$ cat src/rtl/irq_arb_pkg.sv
// Package: shared types of the interrupt pending arbiter.
// Assumes: only one level-control operation takes effect per cycle.
package irq_arb_pkg;
    typedef enum logic [1:0] {
        LV_HOLD  = 2'd0,
        LV_RET   = 2'd1,
        LV_CLAIM = 2'd2,
        LV_NEXT  = 2'd3
    } lvl_op_e;
endpackage

$ cat src/rtl/irq_line_cell.sv
// Module: one interrupt line holding its priority, mode and pending bit.
// Assumes: irq_in is already synchronous to clk; clr is one cycle wide.
module irq_line_cell #(
    parameter int PRIO_W = 3
) (
    input  logic              clk,
    input  logic              rst_n,
    input  logic              irq_in,
    input  logic              cfg_we,
    input  logic [PRIO_W-1:0] cfg_prio,
    input  logic              cfg_edge,
    input  logic              clr,
    output logic              pend,
    output logic [PRIO_W-1:0] prio,
    output logic              is_edge,
    output logic              edge_hit
);
    logic irq_q;
    logic latched;

    // Rising edge seen against the registered copy, only in edge mode
    assign edge_hit = is_edge & irq_in & ~irq_q;

    // Register the input for edge detection
    always_ff @(posedge clk) begin
        if (!rst_n) irq_q <= 1'b0;
        else        irq_q <= irq_in;
    end

    // Configuration storage for this line
    always_ff @(posedge clk) begin
        if (!rst_n) begin
            prio    <= '0;
            is_edge <= 1'b0;
        end else if (cfg_we) begin
            prio    <= cfg_prio;
            is_edge <= cfg_edge;
        end
    end

    // Latched edge event: a new edge wins over a same-cycle clear
    always_ff @(posedge clk) begin
        if (!rst_n || cfg_we) latched <= 1'b0;
        else                  latched <= (latched & ~clr) | edge_hit;
    end

    // Pending view: latched event in edge mode, raw input in level mode
    assign pend = is_edge ? latched : irq_in;
endmodule

$ cat src/rtl/irq_pick.sv
// Module: picks the highest-priority pending line, lowest index on ties.
// Assumes: purely combinational; index 0 and priority 0 when none pending.
module irq_pick #(
    parameter int NUM_LINES = 8,
    parameter int PRIO_W    = 3,
    localparam int IDX_W    = (NUM_LINES > 1) ? $clog2(NUM_LINES) : 1
) (
    input  logic [NUM_LINES-1:0]             pend,
    input  logic [NUM_LINES-1:0][PRIO_W-1:0] prio,
    output logic                             any,
    output logic [IDX_W-1:0]                 win_id,
    output logic [PRIO_W-1:0]                win_prio
);
    // Ascending scan; strict compare keeps the lowest index on ties
    always_comb begin
        any      = 1'b0;
        win_id   = '0;
        win_prio = '0;
        for (int i = 0; i < NUM_LINES; i++) begin
            if (pend[i] && (!any || prio[i] > win_prio)) begin
                any      = 1'b1;
                win_id   = IDX_W'(i);
                win_prio = prio[i];
            end
        end
    end
endmodule

$ cat src/rtl/irq_level_ctl.sv
// Module: running level, one-deep saved level and global enable.
// Assumes: op is already resolved for precedence by the parent.
module irq_level_ctl #(
    parameter int PRIO_W = 3
) (
    input  logic                     clk,
    input  logic                     rst_n,
    input  irq_arb_pkg::lvl_op_e     op,
    input  logic                     nxt_take,
    input  logic [PRIO_W-1:0]        win_prio,
    output logic [PRIO_W-1:0]        act_lvl,
    output logic [PRIO_W-1:0]        saved_lvl,
    output logic                     gie
);
    import irq_arb_pkg::*;

    // Apply return, claim or next-interrupt read to the level state
    always_ff @(posedge clk) begin
        if (!rst_n) begin
            act_lvl   <= '0;
            saved_lvl <= '0;
            gie       <= 1'b1;
        end else begin
            case (op)
                LV_RET: begin
                    act_lvl <= saved_lvl;
                    gie     <= 1'b1;
                end
                LV_CLAIM: begin
                    saved_lvl <= act_lvl;
                    act_lvl   <= win_prio;
                    gie       <= 1'b0;
                end
                LV_NEXT: begin
                    gie <= 1'b1;
                    if (nxt_take) act_lvl <= win_prio;
                end
                default: ;
            endcase
        end
    end
endmodule

$ cat src/rtl/irq_arbiter.sv
// Module: interrupt pending arbiter top.
// Assumes: strobes are one cycle wide; return > claim > read in one cycle.
module irq_arbiter #(
    parameter int NUM_LINES = 8,
    parameter int PRIO_W    = 3,
    localparam int IDX_W    = (NUM_LINES > 1) ? $clog2(NUM_LINES) : 1
) (
    input  logic                 clk,
    input  logic                 rst_n,
    input  logic [NUM_LINES-1:0] irq_in,
    input  logic                 cfg_we,
    input  logic [IDX_W-1:0]     cfg_idx,
    input  logic [PRIO_W-1:0]    cfg_prio,
    input  logic                 cfg_edge,
    input  logic                 claim,
    input  logic                 nxt_rd,
    input  logic                 ret,
    output logic                 irq_req,
    output logic [IDX_W-1:0]     irq_id,
    output logic [PRIO_W-1:0]    irq_prio,
    output logic [PRIO_W-1:0]    act_lvl,
    output logic                 gie,
    output logic                 nxt_hit,
    output logic [IDX_W-1:0]     nxt_id,
    output logic [NUM_LINES-1:0] pend_o
);
    import irq_arb_pkg::*;

    logic [NUM_LINES-1:0]             is_edge;
    logic [NUM_LINES-1:0]             edge_hit;
    logic [NUM_LINES-1:0]             clr_vec;
    logic [NUM_LINES-1:0][PRIO_W-1:0] prio_vec;
    logic                             any;
    logic                             qualify;
    logic                             claim_ok;
    logic                             nxt_take;
    logic [PRIO_W-1:0]                saved_lvl;
    lvl_op_e                          op;

    // One cell per line
    for (genvar g = 0; g < NUM_LINES; g++) begin : g_line
        irq_line_cell #(.PRIO_W(PRIO_W)) u_cell (
            .clk      (clk),
            .rst_n    (rst_n),
            .irq_in   (irq_in[g]),
            .cfg_we   (cfg_we && (cfg_idx == IDX_W'(g))),
            .cfg_prio (cfg_prio),
            .cfg_edge (cfg_edge),
            .clr      (clr_vec[g]),
            .pend     (pend_o[g]),
            .prio     (prio_vec[g]),
            .is_edge  (is_edge[g]),
            .edge_hit (edge_hit[g])
        );
    end

    irq_pick #(.NUM_LINES(NUM_LINES), .PRIO_W(PRIO_W)) u_pick (
        .pend     (pend_o),
        .prio     (prio_vec),
        .any      (any),
        .win_id   (irq_id),
        .win_prio (irq_prio)
    );

    // Candidate must be strictly above the running level
    assign qualify  = any && (irq_prio > act_lvl);
    assign irq_req  = qualify && gie;
    assign claim_ok = claim && irq_req && !ret;
    assign nxt_take = nxt_rd && qualify && !ret && !claim_ok;
    assign nxt_hit  = nxt_rd && qualify;
    assign nxt_id   = nxt_hit ? irq_id : '0;

    // Resolve the single level operation of this cycle
    always_comb begin
        if (ret)           op = LV_RET;
        else if (claim_ok) op = LV_CLAIM;
        else if (nxt_rd)   op = LV_NEXT;
        else               op = LV_HOLD;
    end

    // Clear strobe to the taken line only
    always_comb begin
        clr_vec = '0;
        if (claim_ok || nxt_take) clr_vec[irq_id] = 1'b1;
    end

    irq_level_ctl #(.PRIO_W(PRIO_W)) u_lvl (
        .clk       (clk),
        .rst_n     (rst_n),
        .op        (op),
        .nxt_take  (nxt_take),
        .win_prio  (irq_prio),
        .act_lvl   (act_lvl),
        .saved_lvl (saved_lvl),
        .gie       (gie)
    );
endmodule

$ cat config.mk
export PLATFORM = sky130hd
export DESIGN_NAME = irq_arbiter
export DESIGN_NICKNAME = d
export VERILOG_FILES = /design/src/rtl/irq_arb_pkg.sv /design/src/rtl/irq_line_cell.sv /design/src/rtl/irq_pick.sv /design/src/rtl/irq_level_ctl.sv /design/src/rtl/irq_arbiter.sv
export SDC_FILE = /design/constraint.sdc
export NUM_CORES = 1
export LEC_CHECK = 0
export BUFFER_PORTS_ARGS = -buffer_cell sky130_fd_sc_hd__buf_4
export CAP_MARGIN = 30
export CORE_MARGIN = 1.5
export CORE_UTILIZATION = 64
export DETAILED_ROUTE_END_ITERATION = 10
export GPL_ROUTABILITY_DRIVEN = 0
export PLACE_DENSITY = 0.89
export SLEW_MARGIN = 0
export SYNTH_ARGS = -nofsm -noshare
export SYNTH_HDL_FRONTEND = slang
export SYNTH_HIERARCHICAL = 1
export SYNTH_SLANG_ARGS = --single-unit
$ cat constraint.sdc
create_clock -name clk -period 27.2 [get_ports clk]
set_input_delay 5.44 -clock clk [delete_from_list [all_inputs] [get_ports clk]]
set_output_delay 5.44 -clock clk [all_outputs]
set_load 0.02 [all_outputs]
---- After elaboration in Yosys (flattened, before gate mapping) ----
Cells that the tools add are included.
cells by class
  reduce and logical (&&, ||, !) cells .... 54
  muxes and demuxes ....................... 41
  equality and inequality tests ........... 11
  bitwise logic cells ..................... 48
  magnitude comparators ................... 10
operator list
  cell                                                                                  number
  3-bit two-way mux                                                                     14
  1-bit bitwise AND                                                                     24
  3-bit > comparator                                                                    8
  1-bit logical AND                                                                     23
  1-bit two-way mux                                                                     18
  1-bit logical OR                                                                      16
  1-bit inverter                                                                        16
  3-bit == test (second input constant)                                                 4
  1-bit zero test                                                                       10
  2-bit two-way mux                                                                     5
  3-bit case mux with 3 select lines                                                    1
  8-bit two-way mux                                                                     1
  1-bit bitwise OR                                                                      8
  3-bit by 2-bit == test with 1-bit output (second input constant)                      2
  2-bit == test (second input constant)                                                 2
  3-bit by 4-bit less-than comparator with 1-bit output (second input constant)         1
  1-bit demux with 3-bit select                                                         1
  3-bit by 1-bit == test with 1-bit output (second input constant)                      1
  3-bit by 1-bit greater-or-equal comparator with 1-bit output (second input constant)  1
  3-bit zero test                                                                       1
  3-bit nonzero test                                                                    1
  2-bit by 1-bit == test with 1-bit output (second input constant)                      1
  2-bit inequality test (second input constant)                                         1
  1-bit case mux with 2 select lines                                                    1
  other kinds (3)                                                                       3
word-level totals
  flip-flop bits (word level) ............. 55
  logic and storage cells ................. 199
  output and inout port bits .............. 23
  bits of input ports ..................... 21

---- Depth between registers and ports, before layout ----
Gate-level depths: netlist (run 1).
  depth after elaboration ................. 42
  gate-level depth with buffers ........... 56
  depth with buffers taken out ............ 52

---- Modules after synthesis ----
Netlist (run 1), hierarchy kept.
by module, submodules not included
  module         area an instance (µm²)  sequential area each (µm²)  cells an instance  instances
  irq_line_cell  239.0                   120.1                       21                 8
  irq_pick       1171.1                  0.0                         156                1
  irq_level_ctl  341.6                   140.1                       32                 1
  irq_arbiter    339.1                   0.0                         52                 1

---- Least setup slack after synthesis (run 1) ----
No wires, ideal clock.
  kind .................................... in2out
  start ................................... input port irq_in[0]
  end ..................................... output port nxt_id[0]
  slack ................................... 6.502 ns
  stages on the path ...................... 50
  path buffers ............................ 3
  arrival time ............................ 15.258 ns
  cell sequence ........................... mux2_2 buf_2 nand2_1 ha_1 and3b_1 o21a_1 a21oi_1 nor2_1 ha_1 nor2b_1 o311a_1 o21a_2 o32a_1 ha_1 nand3_1 o21ai_1 a21oi_2 buf_4 (+14 left out) ha_1 a21oi_1 a32oi_1 o21a_4 or2_4 o22ai_2 o21bai_1 ha_1 a21oi_1 o21a_1 o2bb2ai_4 nor2_1 nand2_2 o22ai_1 ha_1 and3b_2 o211a_1 and3_2
on the way
  longest elaborated chain between the ends .. 34
  elaborated cells on any way between the ends .. 56
RTL lines
  what                                                           RTL line             source
  start, declared                                                irq_arbiter.sv:10    input logic [NUM_LINES-1:0] irq_in,
  1-bit two-way mux (*)                                          irq_line_cell.sv:48  assign pend = is_edge ? latched : irq_in;
  3-bit two-way mux / 1-bit two-way mux (equally long branches)  irq_pick.sv:20       if (pend[i] && (!any || prio[i] > win_prio)) begin
  3-bit > comparator / 1-bit zero test (equally long branches)   irq_pick.sv:20
  1-bit logical OR                                               irq_pick.sv:20
  1-bit logical AND                                              irq_pick.sv:20
  3-bit two-way mux / 1-bit two-way mux (equally long branches)  irq_pick.sv:20
  3-bit > comparator / 1-bit zero test (equally long branches)   irq_pick.sv:20
  1-bit logical OR                                               irq_pick.sv:20
  (+19 left out)                                                 --
  1-bit logical OR                                               irq_pick.sv:20
  1-bit logical AND                                              irq_pick.sv:20
  3-bit two-way mux (*)                                          irq_pick.sv:20
  named net irq_prio[2]                                          irq_arbiter.sv:20    output logic [PRIO_W-1:0] irq_prio,
  3-bit > comparator (*)                                         irq_arbiter.sv:66    assign qualify = any && (irq_prio > act_lvl);
  1-bit logical AND (*)                                          irq_arbiter.sv:66
  1-bit logical AND (*)                                          irq_arbiter.sv:70    assign nxt_hit = nxt_rd && qualify;
  3-bit two-way mux (*)                                          irq_arbiter.sv:71    assign nxt_id = nxt_hit ? irq_id : '0;
  end, declared                                                  irq_arbiter.sv:24    output logic [IDX_W-1:0] nxt_id,
The timed path passes the listed nets; every way through them passes the cells marked *.

---- Worst setup path in the final report (run 1) ----
  start ................................... input port irq_in[0]
  end ..................................... output port nxt_id[1]
on the way
  longest elaborated chain between the ends .. 34
  elaborated cells on any way between the ends .. 55
RTL lines
  what                                                           RTL line
  1-bit two-way mux (*)                                          irq_line_cell.sv:48
  3-bit two-way mux / 1-bit two-way mux (equally long branches)  irq_pick.sv:20
  3-bit > comparator / 1-bit zero test (equally long branches)   irq_pick.sv:20
  1-bit logical OR                                               irq_pick.sv:20
  1-bit logical AND                                              irq_pick.sv:20
  3-bit two-way mux / 1-bit two-way mux (equally long branches)  irq_pick.sv:20
  3-bit > comparator / 1-bit zero test (equally long branches)   irq_pick.sv:20
  1-bit logical OR                                               irq_pick.sv:20
  (+18 left out)                                                 --
  3-bit > comparator / 1-bit zero test (equally long branches)   irq_pick.sv:20
  1-bit logical OR                                               irq_pick.sv:20
  1-bit logical AND                                              irq_pick.sv:20
  3-bit two-way mux                                              irq_pick.sv:20
  3-bit > comparator                                             irq_arbiter.sv:66
  1-bit logical AND                                              irq_arbiter.sv:66
  1-bit logical AND                                              irq_arbiter.sv:70
  3-bit two-way mux (*)                                          irq_arbiter.sv:71
Mark *: on every way between the ends. The rest lies on a longest branch, timed or not.

==> results.yml, run 1 <==
critical_path:
  cpMostUsedCell: "ha_1"
  crit_fanout: 12
  crit_start: "irq_in[0]"
  cp-endpoint: "nxt_id[1]"
  reg2reg_from: "g_line[0].u_cell/is_edge"
  start_kind: "input port"
  critical_path.top_delay_family: "compound AO/OA/AOI/OAI gates"
  worstSetupPathType: "in -> out"
  cp_data_arrival_time_ns: 16.52
  crit_slowest_cell: "o21ai_0"
  path_buf_inv: 3
  reg2reg_depth: 51
  max_stage_delay_ns: 0.42
  crit_cells: 50
  worstSetupEndpointType: "output pin"
  critPathRequiredTime_ns: 21.76
  r2r_end: "u_lvl/saved_lvl[0]"
  reg2reg_slack_ns: 15.35
die:
  fp.dieH_microns: 79.7
  die_area_sq_um: 6350
  core_sq_um: 5570
  placementRows: 27
  die_w_microns: 79.7
  ioPinCount: 44
  initial_utilization_pct: 67.5
clock_tree:
  clk_pin_slew_worst_paths_ns: 0.11
  ctsResizeCount: 0
  postCtsSetupBuffers: 0
  cts_root_buf: "clkbuf_8"
  tritoncts: "done"
  clock_sinks: 55
  cts.htree.levels: 2
  clk_path_buf_depth: 2
  worstSkewPairLatency_ns: 0.32
  numCtsBuffers: 5
  postCtsHoldBufs: 0
sta:
  maxSlewHeadroom_pct: 36.7
  rsz0062_at_grt: "no"
  skew_ns: 0.0121
  tightest_slew_ns: 0.942
  timing.final.hold_violations: 0
  fin_crit_sh_pct: 80.7
  maxSlewViolCount: 0
  fin_crit_ns: 21.96
  finalSetupViolations: 0
  hold_slack_ns: 0.507
  tns_ns: 0
  fmax_ghz: 0.0455
detailed_routing:
  route.detailed.wl_per_inst_microns: 17.1
  vias: 3223
  drt_iter0_drc: 222
  routed_via_density: 6.22
  post-route-drc-count: 0
  ant_nets: 0
  first_pass_iters: 5
  wl_mm: 8.84
grt:
  grt_usage_pct: 28.5
  grt_pass1_vias: 3019
  grt_pass1_wl_mm: 14.2
  grt_start_max_net_pins: 59
  grt-ovfl-total: 0
  grt_antenna_before_repair: 0
power_and_ir_drop:
  leakagePower_nw: 1.79
  fin_total_pwr_mw: 0.282
  ir_drop_uv: 45.6
  p_per_area_nw_per_um2: 67.5
final_layout:
  layout_common_cells: "dfxtp_1, nor2b_1, buf_4, mux2i_1, nor2_1"
  syn2layout_area_growth_pct: 11.0
  nets: 490
  final_common_cell: "dfxtp_1"
  drive_gt1_share_pct: 22.0
  seqCellArea_sq_um: 1100
  fin_area_sq_um: 4180
  multiInputGateArea_sq_um: 2470
  diodes: 0
  nFillCells: 424
  fin_cells: 518
yosys:
  syn_area_per_cell_sq_um: 9.22
  syn_nets: 453
  async_flop_share_pct: 0
  synthCells: 408
  synth_top_area_share_pct: 29.3
  synth_area_leaders: "dfxtp_1, mux2i_1, ha_1"
  yosys_warnings: 6
  synth.distinct_cells: 71
  ys_seq_area_share_pct: 29.3
  synth_edf_count: 0
  synthFlopType: "dfxtp_1"
  synth_area_leader_cell: "dfxtp_1"
  ys_seq_elements: 55
  syn-cell-area_sq_um: 3760
place:
  dp.cells: 510
  dp_hpwl_mm: 6.66
  place.port_buffers: 43
  dpl_cell_area_sq_um: 4080
min_path:
  hold_path_class: "reg -> reg"
flow_run:
  drv_cap: 0
run_status:
  status: "complete, no violations"
Yosys cell counts, types with 7 or more instances:
library cell   n
mux2_2         9
mux2i_1       38
inv_1         21
a21oi_1       14
buf_4          9
and3b_1        9
dfxtp_1       55
nand3_1        8
nand2b_1       7
o211a_1       10
nor2_1        27
and2_1        10
nor2b_1       47
nand2_1       22
ha_1          24
worst min-delay path by stage:
stage,from,endpoint,slack (ns),cells after the start
after detailed placement,u_lvl/act_lvl[1],u_lvl/act_lvl[1],0.49,2
after CTS,u_lvl/act_lvl[1],u_lvl/act_lvl[1],0.51,2
after global routing,u_lvl/act_lvl[2],u_lvl/act_lvl[2],0.53,2
after global placement,u_lvl/act_lvl[1],u_lvl/act_lvl[1],0.48,2
final,u_lvl/act_lvl[1],u_lvl/act_lvl[1],0.51,2
after floorplan,g_line[0].u_cell/prio[0],g_line[0].u_cell/prio[0],0.47,2
cell families after synthesis:
| group | Yosys count | synth area share, % |
|---|---|---|
| AOI/OAI and AO/OA | 76 | 17.3 |
| adders and majority gates | 24 | 7.98 |
| buffers and inverters | 36 | 5.02 |
| DFF | 55 | 29.3 |
| muxes | 50 | 14.0 |
| and+or+nand+nor | 167 | 26.5 |
sequential cells by signal, summed over array words and instances (netlist names):
signal and count:
g_line.u_cell/latched 8, g_line.u_cell/irq_q 8, u_lvl/saved_lvl 3, u_lvl/gie 1
g_line.u_cell/is_edge 8, u_lvl/act_lvl 3, g_line.u_cell/prio 24
layout make-up:
class / count / area share [%]
inverters: 21 / 1.89
flip-flops and latches: 55 / 26.3
clock inverters: 3 / 0.749
multi-input cells: 317 / 59.2
repair buffers: 45 / 8.02
well taps: 72 / 2.16
clock buffers: 5 / 1.65
per-stage QoR:
step | setup WS, ns | util, %
2_1_floorplan | 6.50 | -
3_3_place_gp | 5.45 | 73.0
3_5_place_dp | 5.65 | 73.2
4_1_cts | 5.51 | 75.0
5_1_grt | 4.71 | 75.0
6_report | 5.24 | 75.0
power breakdown:
| part | internal [mW] | switching (mW) |
|---|---|---|
| registers | 0.0831 | 0.00217 |
| logic | 0.0605 | 0.0853 |
| clock network | 0.0197 | 0.0311 |
worst register-to-register path, delay by kind of cell, from the launching register on:
family | cells | cell delay, ns
compound gates | 25 | 5.65
fa+ha+maj | 8 | 2.38
buf+inv | 1 | 0.26
flops | 1 | 0.38
mux | 3 | 1.10
simple gates | 14 | 1.97
layer usage:
layer / vias up / GRT usage [%] / wire length (microns)
li1: 1533 / - / -
met1: 1541 / 36.8 / 3850
met2: 133 / 49.5 / 4290
met3: 16 / 4.23 / 541
met4: 0 / 7.19 / 160
met5: - / 0 / 0
(Power assumes the default switching activity.)
==> run 2, diff against run 1 <==
- ABC_AREA: default -> 1
- CORE_UTILIZATION: 64 -> 58
- PLACE_DENSITY: 0.89 -> 0.83
- clock period: 27.2 -> 21.3 ns (I/O delays scaled with it)
==> results.yml, run 2 <==
run_status:
  status: "complete, no violations"
critical_path:
  crit_slowest_cell: "o21ai_0"
  worstSetupEndpointType: "output pin"
  critPathRequiredTime_ns: 17.04
  cpMostUsedCell: "nand2_1"
  crit_fanout: 7
  cp_data_arrival_time_ns: 13.92
  max_stage_delay_ns: 0.55
  reg2reg_depth: 73
  start_kind: "input port"
  reg2reg_from: "g_line[0].u_cell/is_edge"
  worstSetupPathType: "in -> out"
  r2r_end: "u_lvl/act_lvl[0]"
  reg2reg_slack_ns: 10.86
power_and_ir_drop:
  fin_total_pwr_mw: 0.422
  p_per_area_nw_per_um2: 108
  leakagePower_nw: 2.00
  ir_drop_uv: 69.8
final_layout:
  largest_reg_flops: 24
  syn2layout_area_growth_pct: 15.7
  drive_gt1_share_pct: 13.9
  diodes: 0
  largest_register: "g_line.u_cell/prio"
  nFillCells: 505
  final_util_pct: 70.1
  nets: 618
  final_common_cell: "nand2_1"
  layout_common_cells: "nand2_1, nor2_1, inv_1, dfxtp_1, nand3_1"
sta:
  finalSetupViolations: 0
  fin_crit_ns: 18.18
  skew_ns: 0.00521
  timing.final.hold_violations: 0
  fin_crit_sh_pct: 85.4
  fmax_ghz: 0.0550
  maxSlewHeadroom_pct: 39.0
  maxSlewViolCount: 0
  tightest_slew_ns: 0.905
  rsz0062_at_grt: "no"
  tns_ns: 0
  setup_ws_ns: 3.12
clock_tree:
  clk_path_buf_depth: 2
  clk_pin_slew_worst_paths_ns: 0.10
  ctsResizeCount: 0
  worstSkewPairLatency_ns: 0.31
  postCtsSetupBuffers: 0
  tritoncts: "done"
  cts.htree.levels: 2
  postCtsHoldBufs: 0
  cts_root_buf: "clkbuf_8"
  clock_sinks: 55
  numCtsBuffers: 5
detailed_routing:
  first_pass_iters: 5
  wl_mm: 8.29
  ant_nets: 0
  drt_iter0_drc: 185
  post-route-drc-count: 0
  route.detailed.wl_per_inst_microns: 12.8
  vias: 3399
  routed_via_density: 5.26
grt:
  grt_start_max_net_pins: 56
  grt_pass1_wl_mm: 13.9
  grt_antenna_before_repair: 0
  grt_usage_pct: 28.0
  grt_pass1_vias: 3067
  grt-ovfl-total: 0
min_path:
  min_path_cells: 2
  hold_end: "g_line[1].u_cell/latched"
  hold_path_class: "reg -> reg"
  min_from: "g_line[1].u_cell/latched"
die:
  initial_utilization_pct: 60.6
  placementRows: 27
  ioPinCount: 44
  die_area_sq_um: 6290
  core_sq_um: 5570
  die_w_microns: 79.3
  fp.dieH_microns: 79.3
yosys:
  syn_area_per_cell_sq_um: 6.46
  syn_nets: 568
  synthCells: 523
  syn-cell-area_sq_um: 3380
  yosys_warnings: 6
place:
  place_ws_ns: 3.30
  place.port_buffers: 43
  dp_hpwl_mm: 6.29
flow_run:
  drv_cap: 0
## run 2: cell count changes in the layout (fill, tap and decap cells not counted), moves of 12 or more
| cell | before | now |
|---|---|---|
| o21ai_0 | 3 | 49 |
| a21oi_1 | 14 | 28 |
| inv_1 | 21 | 69 |
| nor2b_1 | 47 | 0 |
| mux2i_1 | 38 | 0 |
| nor2_1 | 27 | 82 |
| nand3_1 | 8 | 50 |
| nand2_1 | 22 | 120 |
| inv_2 | 0 | 12 |
## run 2: how the worst max path moves through the flow
stage	start	endpoint	cells after the start
floorplan	irq_in[0]	nxt_id[0]	68
global placement	irq_in[0]	nxt_id[2]	69
detailed placement	irq_in[0]	nxt_hit	69
CTS	irq_in[0]	nxt_id[2]	70
global route	irq_in[0]	nxt_id[2]	70
finish	irq_in[0]	nxt_hit	69
## run 2: power by group
part	switching [mW]	total (mW)	internal [mW]
logic	0.150	0.235	0.0848
clock network	0.0346	0.0727	0.0381
registers	0.00479	0.115	0.110
total	0.189	0.422	0.233
## run 2: cell type report
type	instances	area, sq um	share of cell area, %
multi-input combinational	386	1970	50.4
clock buffer	6	82.6	2.11
sequential	55	1100	28.2
inverter	82	309	7.90
timing repair buffer	43	323	8.26
clock inverter	2	35.0	0.896
tap	72	90.1	2.30
## run 2: metrics by stage
| stage | hold slack (ns) | std cells | instance area [sq um] |
|---|---|---|---|
| floorplan | 0.439 | 523 | 3380 |
| global placement | 0.448 | 638 | 3790 |
| detailed placement | 0.452 | 638 | 3790 |
| CTS | 0.467 | 646 | 3910 |
| global route | 0.479 | 646 | 3910 |
| finish | 0.465 | 646 | 3910 |
## run 2: layer usage
layer | share of wire [%] | global-route usage (%) | up-vias | routed length, microns
met5 | 0 | 0 | - | 0
met4 | 1.4 | 7.54 | 0 | 114
met3 | 4.4 | 3.79 | 10 | 366
met2 | 48 | 48.6 | 82 | 3970
met1 | 46 | 36.2 | 1541 | 3840
li1 | - | - | 1766 | -
## run 2: worst max-delay path, delay by kind of cell
family | cells | cell delay [ns]
and+or+nand+nor | 40 | 4.35
buffers and inverters | 7 | 0.70
AOI/OAI and AO/OA | 14 | 2.15
adders and majority gates | 8 | 2.44
==> run 3, diff against run 2 <==
--- a/constraint.sdc
+++ b/constraint.sdc
@@ -3,2 +3,2 @@
 set_output_delay 4.26 -clock clk [all_outputs]
-set_load 0.02 [all_outputs]
+set_load 0.005 [all_outputs]
==> results.yml, run 3 (same netlist as run 2, synthesis figures left out) <==
run_status:
  status: "complete, no violations"
sta:
  fin_crit_ns: 18.07
  skew_ns: 0.0101
  tns_ns: 0
  hold_slack_ns: 0.461
  maxSlewViolCount: 0
  finalSetupViolations: 0
  timing.final.hold_violations: 0
  maxSlewHeadroom_pct: 35.2
  fin_crit_sh_pct: 84.8
  fmax_ghz: 0.0553
  rsz0062_at_grt: "no"
  tightest_slew_ns: 0.961
detailed_routing:
  first_pass_iters: 6
  route.detailed.wl_per_inst_microns: 12.7
  ant_nets: 0
  maxUsedRoutingLayer: "met4"
  wl_mm: 8.21
  dr_wl_met3_microns: 525
  routed_via_density: 5.31
  post-route-drc-count: 0
  wl_met2_mm: 3.99
  drt_iter0_drc: 194
  drt-met1-wl_mm: 3.48
  vias: 3433
critical_path:
  worstSetupEndpointType: "output pin"
  max_stage_delay_ns: 0.49
  crit_fanout: 7
  path_buf_inv: 6
  critPathRequiredTime_ns: 17.04
  cp_data_arrival_time_ns: 13.81
  cpMostUsedCell: "nand2_1"
  critical_path.top_delay_family: "simple AND/OR/NAND/NOR gates"
  start_kind: "input port"
  worstSetupPathType: "in -> out"
  crit_slowest_cell: "o21ai_0"
flow_run:
  drv_cap: 0
place:
  dp_hpwl_mm: 6.37
  place.port_buffers: 43
final_layout:
  drive_gt1_share_pct: 13.9
  diodes: 0
  final_common_cell: "nand2_1"
  nets: 618
  layout_common_cells: "nand2_1, nor2_1, inv_1, dfxtp_1, nand3_1"
  largest_reg_flops: 24
  multiInputGateArea_sq_um: 1970
  syn2layout_area_growth_pct: 15.7
  seqCellArea_sq_um: 1100
  largest_register: "g_line.u_cell/prio"
  nFillCells: 477
die:
  ioPinCount: 44
  initial_utilization_pct: 60.6
  die_area_sq_um: 6290
  fp.dieH_microns: 79.3
  core_sq_um: 5570
  die_w_microns: 79.3
  placementRows: 27
grt:
  grt_usage_pct: 27.6
  grt_antenna_before_repair: 0
  grt-ovfl-total: 0
  grt_pass1_wl_mm: 13.7
  grt_pass1_vias: 3230
  grt_start_max_net_pins: 56
power_and_ir_drop:
  switching_power_mw: 0.162
  ir_drop_uv: 59.1
  share_seq_of_total_power_pct: 29.2
  power_frac_comb_pct: 52.7
  swShare_pct: 41.1
  leakagePower_nw: 2.00
  p_per_area_nw_per_um2: 100
  clkPwrFrac_pct: 18.2
  p_int_mw: 0.231
clock_tree:
  ctsResizeCount: 0
  numCtsBuffers: 5
  postCtsSetupBuffers: 0
  clk_pin_slew_worst_paths_ns: 0.09
  worstSkewPairLatency_ns: 0.31
  cts.htree.levels: 2
  postCtsHoldBufs: 0
  tritoncts: "done"
  cts_root_buf: "clkbuf_8"
  clk_path_buf_depth: 2
  clock_sinks: 55
min_path:
  hold_path_class: "reg -> reg"
==> run 3: metal layers <==
metal | up-vias | track usage (%)
met5 | - | 0
met4 | 0 | 11.6
met3 | 21 | 4.48
met2 | 110 | 49.3
met1 | 1540 | 32.4
li1 | 1762 | -
==> run 3: final timing paths <==
check                            from                       end  slack [ns]  cells past startpoint
max                         irq_in[0]                 nxt_id[0]        3.23                     69
min          g_line[7].u_cell/latched  g_line[7].u_cell/latched        0.46                      2
max reg2reg  g_line[0].u_cell/is_edge          u_lvl/act_lvl[0]       10.92                     73
min reg2reg  g_line[7].u_cell/latched  g_line[7].u_cell/latched        0.46                      2
==> run 3: final cells by class <==
class	count	share of cell area [%]
Multi-Input combinational cell	386	50.4
Sequential cell	55	28.2
Timing Repair Buffer	43	8.26
Inverter	82	7.90
Tap cell	72	2.30
Clock buffer	6	2.11
Clock inverter	2	0.896
==> run 3: power groups by stage <==
stage               Clock, mW  Combinational, mW  Sequential, mW
global route           0.0764              0.235           0.116
detailed placement          0              0.205           0.117
finish                 0.0713              0.207           0.115
CTS                    0.0725              0.206           0.115
floorplan                   0              0.139           0.116
global placement            0              0.198           0.117
==> run 3: metrics by stage <==
stage | utilization, % | instance area [sq um] | std cells | power (mW) | setup slack [ns]
finish | 70.1 | 3910 | 646 | 0.393 | 3.23
global route | 70.1 | 3910 | 646 | 0.427 | 2.22
CTS | 70.1 | 3910 | 646 | 0.394 | 3.38
detailed placement | 68.0 | 3790 | 638 | 0.322 | 3.40
global placement | 68.0 | 3790 | 638 | 0.315 | 3.91
floorplan | - | 3380 | 523 | 0.255 | 4.61
==> run 3: worst register-to-register path: cells and delay by family, from the launching register on <==
kind | cells | cell delay, ns
flip-flops | 1 | 0.34
adder cells (fa/ha/maj) | 8 | 2.44
AO/OA/AOI/OAI | 13 | 2.05
buffers and inverters | 5 | 0.58
AND/OR/NAND/NOR | 47 | 4.93
